<file path="src/rtl/sc_core_pkg.sv">
package sc_core_pkg;

    localparam int XLEN = 32;

    // primary opcodes
    localparam logic [5:0] OPC_REG   = 6'h00;
    localparam logic [5:0] OPC_LOAD  = 6'h23;
    localparam logic [5:0] OPC_STORE = 6'h2B;
    localparam logic [5:0] OPC_BEQ   = 6'h04;
    localparam logic [5:0] OPC_JUMP  = 6'h02;

    // function codes of register operations
    localparam logic [5:0] FN_ADD = 6'h20;
    localparam logic [5:0] FN_SUB = 6'h22;
    localparam logic [5:0] FN_AND = 6'h24;
    localparam logic [5:0] FN_OR  = 6'h25;
    localparam logic [5:0] FN_SLT = 6'h2A;

    typedef enum logic [2:0] {
        KIND_REG_OP,
        KIND_LOAD,
        KIND_STORE,
        KIND_BRANCH,
        KIND_JUMP,
        KIND_NOP
    } instr_kind_e;

    typedef enum logic [2:0] {
        ALU_AND,
        ALU_OR,
        ALU_ADD,
        ALU_SUB,
        ALU_SLT
    } alu_op_e;

    typedef struct packed {
        logic    reg_we;   // write the register bank
        logic    dst_rd;   // destination is rd (else rt)
        logic    src_imm;  // ALU B operand is the immediate
        logic    wb_mem;   // write-back data from memory
        logic    mem_we;   // store strobe
        logic    is_beq;   // equality branch
        logic    is_jmp;   // absolute jump
        alu_op_e alu_op;
    } ctrl_t;

endpackage

</file>
<file path="src/rtl/sc_regfile.sv">
module sc_regfile #(
    parameter int NREGS = 32,
    parameter int W     = 32
) (
    input  logic                     clk,
    input  logic [$clog2(NREGS)-1:0] ra_a,
    input  logic [$clog2(NREGS)-1:0] ra_b,
    output logic [W-1:0]             rd_a,
    output logic [W-1:0]             rd_b,
    input  logic                     we,
    input  logic [$clog2(NREGS)-1:0] wa,
    input  logic [W-1:0]             wd
);
    localparam int AW = $clog2(NREGS);

    logic [NREGS-1:0][W-1:0] bank;

    for (genvar i = 0; i < NREGS; i++) begin : g_reg
        if (i == 0) begin : g_zero
            assign bank[i] = '0;
        end else begin : g_live
            logic         load;
            logic [W-1:0] q;
            // per-register strobe: decoded destination gated by write enable
            assign load = we && (wa == AW'(i));
            always_ff @(posedge clk) begin
                if (load) begin
                    q <= wd;
                end
            end
            assign bank[i] = q;
        end
    end

    assign rd_a = bank[ra_a];
    assign rd_b = bank[ra_b];

endmodule

</file>
<file path="src/rtl/sc_decoder.sv">
module sc_decoder
    import sc_core_pkg::*;
(
    input  logic [5:0] opcode,
    input  logic [5:0] funct,
    output instr_kind_e kind,
    output ctrl_t      ctrl
);
    logic    fn_ok;
    alu_op_e fn_op;

    always_comb begin
        fn_ok = 1'b1;
        fn_op = ALU_ADD;
        unique case (funct)
            FN_ADD:  fn_op = ALU_ADD;
            FN_SUB:  fn_op = ALU_SUB;
            FN_AND:  fn_op = ALU_AND;
            FN_OR:   fn_op = ALU_OR;
            FN_SLT:  fn_op = ALU_SLT;
            default: fn_ok = 1'b0;
        endcase
    end

    // classify the instruction
    always_comb begin
        unique case (opcode)
            OPC_REG:   kind = fn_ok ? KIND_REG_OP : KIND_NOP;
            OPC_LOAD:  kind = KIND_LOAD;
            OPC_STORE: kind = KIND_STORE;
            OPC_BEQ:   kind = KIND_BRANCH;
            OPC_JUMP:  kind = KIND_JUMP;
            default:   kind = KIND_NOP;
        endcase
    end

    // control word per kind
    always_comb begin
        ctrl = '{reg_we: 1'b0, dst_rd: 1'b0, src_imm: 1'b0, wb_mem: 1'b0,
                 mem_we: 1'b0, is_beq: 1'b0, is_jmp: 1'b0, alu_op: ALU_ADD};
        unique case (kind)
            KIND_REG_OP: begin
                ctrl.reg_we = 1'b1;
                ctrl.dst_rd = 1'b1;
                ctrl.alu_op = fn_op;
            end
            KIND_LOAD: begin
                ctrl.reg_we  = 1'b1;
                ctrl.src_imm = 1'b1;
                ctrl.wb_mem  = 1'b1;
            end
            KIND_STORE: begin
                ctrl.src_imm = 1'b1;
                ctrl.mem_we  = 1'b1;
            end
            KIND_BRANCH: begin
                ctrl.is_beq = 1'b1;
                ctrl.alu_op = ALU_SUB;
            end
            KIND_JUMP: begin
                ctrl.is_jmp = 1'b1;
            end
            KIND_NOP: begin
                ctrl.reg_we = 1'b0;
            end
            default: begin
                ctrl.reg_we = 1'b0;
            end
        endcase
    end

endmodule

</file>
<file path="src/rtl/sc_alu.sv">
module sc_alu
    import sc_core_pkg::*;
#(
    parameter int W = 32
) (
    input  logic [W-1:0] a,
    input  logic [W-1:0] b,
    input  alu_op_e      op,
    output logic [W-1:0] y,
    output logic         zero
);
    always_comb begin
        unique case (op)
            ALU_AND: y = a & b;
            ALU_OR:  y = a | b;
            ALU_ADD: y = a + b;
            ALU_SUB: y = a - b;
            ALU_SLT: y = {{(W-1){1'b0}}, ($signed(a) < $signed(b))};
            default: y = '0;
        endcase
    end

    assign zero = (y == '0);

endmodule

</file>
<file path="src/rtl/sc_core.sv">
module sc_core
    import sc_core_pkg::*;
#(
    parameter logic [XLEN-1:0] RESET_PC = '0,
    parameter int              NREGS    = 32
) (
    input  logic            clk,
    input  logic            rst,
    output logic [XLEN-1:0] imem_addr,
    input  logic [XLEN-1:0] imem_data,
    output logic [XLEN-1:0] dmem_addr,
    output logic [XLEN-1:0] dmem_wdata,
    output logic            dmem_we,
    input  logic [XLEN-1:0] dmem_rdata
);
    localparam int RAW = $clog2(NREGS);

    typedef enum logic [1:0] {
        PC_RESET,
        PC_STEP,
        PC_BRANCH,
        PC_JUMP
    } pc_sel_e;

    logic [XLEN-1:0] pc_q;
    logic [XLEN-1:0] pc_d;
    logic [XLEN-1:0] pc_plus4;
    logic [XLEN-1:0] br_tgt;
    logic [XLEN-1:0] jmp_tgt;
    logic [XLEN-1:0] imm_ext;
    pc_sel_e         pc_sel;

    instr_kind_e     kind;
    ctrl_t           ctrl;

    logic [RAW-1:0]  f_rs;
    logic [RAW-1:0]  f_rt;
    logic [RAW-1:0]  f_rd;
    logic [RAW-1:0]  wr_addr;
    logic [XLEN-1:0] rs_val;
    logic [XLEN-1:0] rt_val;
    logic [XLEN-1:0] wr_data;
    logic [XLEN-1:0] alu_b;
    logic [XLEN-1:0] alu_y;
    logic            alu_zero;

    // instruction fields
    assign f_rs    = imem_data[25:21];
    assign f_rt    = imem_data[20:16];
    assign f_rd    = imem_data[15:11];
    assign imm_ext = {{(XLEN-16){imem_data[15]}}, imem_data[15:0]};

    sc_decoder u_dec (
        .opcode (imem_data[31:26]),
        .funct  (imem_data[5:0]),
        .kind   (kind),
        .ctrl   (ctrl)
    );

    assign wr_addr = ctrl.dst_rd ? f_rd : f_rt;
    assign wr_data = ctrl.wb_mem ? dmem_rdata : alu_y;

    sc_regfile #(
        .NREGS (NREGS),
        .W     (XLEN)
    ) u_rf (
        .clk  (clk),
        .ra_a (f_rs),
        .ra_b (f_rt),
        .rd_a (rs_val),
        .rd_b (rt_val),
        .we   (ctrl.reg_we),
        .wa   (wr_addr),
        .wd   (wr_data)
    );

    assign alu_b = ctrl.src_imm ? imm_ext : rt_val;

    sc_alu #(
        .W (XLEN)
    ) u_alu (
        .a    (rs_val),
        .b    (alu_b),
        .op   (ctrl.alu_op),
        .y    (alu_y),
        .zero (alu_zero)
    );

    // data memory side
    assign dmem_addr  = alu_y;
    assign dmem_wdata = rt_val;
    assign dmem_we    = ctrl.mem_we;

    // next-PC candidates
    assign pc_plus4 = pc_q + XLEN'(4);
    assign br_tgt   = pc_plus4 + {imm_ext[XLEN-3:0], 2'b00};
    assign jmp_tgt  = {pc_plus4[XLEN-1:28], imem_data[25:0], 2'b00};

    always_comb begin
        if (rst) begin
            pc_sel = PC_RESET;
        end else if (ctrl.is_jmp) begin
            pc_sel = PC_JUMP;
        end else if (ctrl.is_beq && alu_zero) begin
            pc_sel = PC_BRANCH;
        end else begin
            pc_sel = PC_STEP;
        end
    end

    always_comb begin
        unique case (pc_sel)
            PC_RESET:  pc_d = RESET_PC;
            PC_STEP:   pc_d = pc_plus4;
            PC_BRANCH: pc_d = br_tgt;
            PC_JUMP:   pc_d = jmp_tgt;
            default:   pc_d = pc_plus4;
        endcase
    end

    always_ff @(posedge clk) begin
        pc_q <= pc_d;
    end

    assign imem_addr = pc_q;

endmodule

</file>
<file path="config.mk">
export PLATFORM = sky130hd
export DESIGN_NAME = sc_core
export DESIGN_NICKNAME = d
export VERILOG_FILES = /design/src/rtl/sc_core_pkg.sv /design/src/rtl/sc_regfile.sv /design/src/rtl/sc_decoder.sv /design/src/rtl/sc_alu.sv /design/src/rtl/sc_core.sv
export SDC_FILE = /design/constraint.sdc
export NUM_CORES = 2
export LEC_CHECK = 0
export BUFFER_PORTS_ARGS = -buffer_cell sky130_fd_sc_hd__buf_2
export CAP_MARGIN = 5
export CORE_ASPECT_RATIO = 1.75
export CORE_MARGIN = 10
export CORE_UTILIZATION = 57
export DETAILED_ROUTE_END_ITERATION = 16
export PLACE_DENSITY = 0.77
export SYNTH_ARGS = -nofsm -noshare
export SYNTH_HDL_FRONTEND = slang
export SYNTH_SLANG_ARGS = --single-unit
</file>
<file path="constraint.sdc">
create_clock -name clk -period 8.2 [get_ports clk]
set_input_delay 1.23 -clock clk [delete_from_list [all_inputs] [get_ports clk]]
set_output_delay 1.23 -clock clk [all_outputs]
set_load 0.02 [all_outputs]
</file>
==> impl_metrics.yaml <==
place:
  detailedPlace.worstSlack_ns: -0.162
  dpl.hpwl_um: 114000
  dpl.cell_count: 4906
  io_buffer_count: 160
  gp_routability_congestion: 0.992
hold_path:
  whs_endpoint: "imem_addr[2]$_SDFF_PN0_"
  origin_of_the_worst_min_delay_path: "imem_addr[2]$_SDFF_PN0_"
  worst_hold_path.num_cells: 2
  hp-class: "reg2reg"
grt:
  grt_start_max_net_pins: 70
  grt_overflow_total: 0
  via_count_of_the_first_global_routing_pass: 38100
  grt_antenna_before_repair: 4
  groute.usage.overall_pct: 32.6
  first_pass_grt_wire_length_um: 262000
floorplanning:
  die_y_um: 432
  floorplan.rows: 151
  design.die.area_mm2: 0.111
  ios: 163
  die-width_um: 256
  core_mm2: 0.0967
  initial_utilization_pct: 57.3
power:
  sequentialPowerShare_pct: 45.9
  finalPower_mw: 14.0
  pwr-share-comb_pct: 23.7
  power.share.clock_pct: 30.4
  power_density_mw_per_mm2: 224
  p_int_mw: 9.82
  max_ir_drop_vdd_uv: 204
  leakage_nw: 21.3
  netSwitchingFraction_pct: 29.8
  p_sw_mw: 4.17
critical_path:
  worst_path_largest_cell_delay_ns: 0.62
  crit_slowest_cell: "o41ai_4"
  path_cells: "buf_8 -> buf_12 -> buf_4 -> mux4_2 -> mux4_2 -> mux2i_2 -> buf_4 -> o21a_1 -> ha_1 -> inv_1 -> a21oi_1 -> o31ai_1 -> buf_4 -> o41ai_4 -> buf_4 -> a2111oi_0 -> buf_4 -> or3_1 -> a32o_1 -> nand2_1 -> buf_2"
  crit_start: "imem_data[17]"
  worstSetupStartpointType: "input pin"
  critPathMostFrequentCell: "buf_4"
  setup.reg_to_reg.worst_slack_ns: 1.73
  worstSetupPathType: "in2out"
  critPathArrivalTime_ns: 6.76
  crit_path_max_fanout: 66
  worst_reg2reg_path_length_in_cells: 23
  cp_data_required_time_ns: 6.97
  crit_path_end_kind: "output pin"
  worst_r2r_startpoint: "u_rf.g_reg[14].g_live.q[0]$_DFFE_PP_"
  r2r_end: "imem_addr[2]$_SDFF_PN0_"
clock_tree:
  clk_pin_slew_ns: 0.07
  cts-root-to-sink-buffers: 3
  cts.htree.levels: 3
  post-cts-setup-buffer-count: 0
  worstSkewPairLatency_ns: 0.71
  clock-sinks: 1022
  cts-buffers-inserted: 88
  cts_tree: "built"
  clk_root_buffer_cell: "clkbuf_16"
  cts-hold-fix-buffers: 0
finish:
  share_of_cells_above_drive_strength_1_pct: 34.4
  final_util_pct: 64.5
  layout.filler_cells: 6548
  layout-area-overhead-vs-synth_pct: 12.6
  final_cell_count_no_fill: 5070
  number_of_nets_in_the_layout: 3895
routing:
  post_drt_via_cell_ratio: 7.38
  postRouteAntennaNets: 0
  routedWlPerCell_um: 36.1
  num_vias: 37400
  route.final.wire_length_um: 183000
  drc: 0
  drt-pass1-iter-count: 6
  detail_route.iter0.violations: 5272
timing:
  final_hold_viol_count: 0
  rsz0062_at_grt: "false"
  timing.final.setup_violations: 0
  layout_setup_ws_ns: 0.212
  finalCriticalPeriod_ns: 7.99
  fin_worst_hold_slack_ns: 0.687
  slew_at_the_pin_closest_to_its_max_slew_limit_ns: 1.40
  maxSlewHeadroom_pct: 6.67
  achievable_clock_frequency_ghz: 0.125
  finalClockSkew_ns: 0.0391
  final_min_period_over_clock_period_pct: 97.4
  timing_max_transition_violations_final: 0
synth:
  synthMostInstantiatedCell: "edfxtp_1"
  yosys_register_bits: 1022
  synthDistinctLibCells: 93
  syn-cell-area_mm2: 0.0554
  seq_area_frac_synth_pct: 54.9
  synthCells: 3447
  post_synth.cell_area_avg_um2: 16.1
  synth.top_cell.area_share_pct: 53.8
  postSynth.asyncResetShare_pct: 0
  yosys_warnings: 0
  netlist.top_cell.by_area: "edfxtp_1"
  ys_top_cells_by_area: "edfxtp_1, mux4_2, ha_1, a21oi_1, mux2_2"
  most_numerous_cell_types_in_the_synthesized_netlist: "edfxtp_1, mux4_2, a21oi_1"
  edff_count_synth: 992
  yosys_most_used_dff: "edfxtp_1"
job:
  drv.max_cap_violation_count: 0
run_status:
  status: "completed"
-- power groups by stage --
stage	Sequential, mW	Clock [mW]	Combinational (mW)
global placement	6.54	0	3.15
floorplan	6.54	0	1.87
finish	6.42	4.25	3.31
detailed placement	6.54	0	3.20
global route	6.42	4.46	3.51
CTS	6.42	4.27	3.21
-- registers in the layout, summed over array words and instances (netlist names) --
name,count
imem_addr,30
u_rf.g.g_live.q,992
-- cell type report --
type | instances | area (µm²) | share of cell area [%]
Multi-Input combinational cell | 2013 | 23800 | 38.1
Clock inverter | 62 | 607 | 0.973
Clock buffer | 99 | 2260 | 3.63
Timing Repair Buffer | 408 | 3100 | 4.97
Sequential cell | 1022 | 30400 | 48.7
Tap cell | 1300 | 1630 | 2.61
Inverter | 165 | 619 | 0.993
Antenna cell | 1 | 2.50 | 0.00401
-- kinds of logic after synthesis --
logic type	Yosys count	share of synthesized area (%)
AO/OA/AOI/OAI	597	7.29
flip-flops	1022	54.9
AND/OR/NAND/NOR	489	4.48
multiplexers	731	26.4
adder cells (fa/ha/maj)	131	3.00
other	1	0.00677
XOR/XNOR	63	0.996
buffers and inverters	413	2.95
-- routing by layer --
| layer | share of wire (%) | vias up | global-route usage (%) | wire, µm |
|---|---|---|---|---|
| li1 | - | 14700 | - | - |
| met2 | 49 | 3185 | 54.3 | 90200 |
| met4 | 6.8 | 6 | 20.0 | 12500 |
| met5 | 0.019 | - | 0 | 35 |
| met1 | 31 | 18800 | 38.2 | 57300 |
| met3 | 12 | 691 | 7.81 | 22800 |
-- stage by stage --
step                TNS, ns  area, µm²
finish                    0      62400
CTS                       0      62300
global placement     -0.289      59400
global route              0      62400
detailed placement   -0.432      59400
floorplan                 0      55400
-- placed cells by master (no fill, tap or decap), types with 10 or more instances in the layout --
cell type | netlist | routed
nor2_1 | 143 | 112
ha_1 | 128 | 128
nor2b_1 | 27 | 26
clkinv_2 | 0 | 20
a21o_1 | 34 | 34
buf_12 | 0 | 27
buf_2 | 21 | 152
nand2b_1 | 15 | 14
a22oi_1 | 27 | 27
mux2i_1 | 65 | 64
a22o_1 | 32 | 32
a21oi_1 | 203 | 197
nand3_1 | 45 | 45
xor2_1 | 22 | 22
and3_1 | 24 | 24
edfxtp_1 | 992 | 992
mux2_2 | 89 | 89
buf_4 | 5 | 220
a211o_1 | 30 | 30
clkbuf_1 | 154 | 10
o21ai_0 | 73 | 72
nor3_1 | 49 | 47
nor4_1 | 11 | 11
nor2_4 | 1 | 32
nand4_1 | 15 | 15
a211oi_1 | 15 | 13
o211ai_1 | 15 | 15
clkbuf_16 | 0 | 90
xnor2_1 | 41 | 41
o21bai_1 | 16 | 16
clkinv_1 | 0 | 14
o221ai_1 | 14 | 14
mux4_2 | 576 | 576
or3_1 | 14 | 14
dfxtp_1 | 30 | 30
o21a_1 | 23 | 23
nand2_1 | 85 | 85
inv_1 | 164 | 164
-- critical path: cells and delay by family --
kind | cells | cell delay (ns)
buf+inv | 9 | 2.03
fa+ha+maj | 1 | 0.19
simple gates | 2 | 0.44
mux | 3 | 1.16
compound gates | 6 | 1.57
-- worst max path at each step --
| stage | endpoint | depth (start not counted) |
|---|---|---|
| finish | dmem_addr[26] | 21 |
| global route | dmem_addr[30] | 20 |
| CTS | dmem_addr[27] | 19 |
| detailed placement | dmem_addr[26] | 22 |
| global placement | dmem_addr[26] | 22 |
| floorplan | dmem_addr[31] | 22 |
-- what timing repair did --
action	in CTS	in global routing
hold endpoints to repair	0	0
setup endpoints to repair	6	11
gates cloned	0	1
resized for setup	1	11
Note: power is estimated with default switching activity, not from simulation.
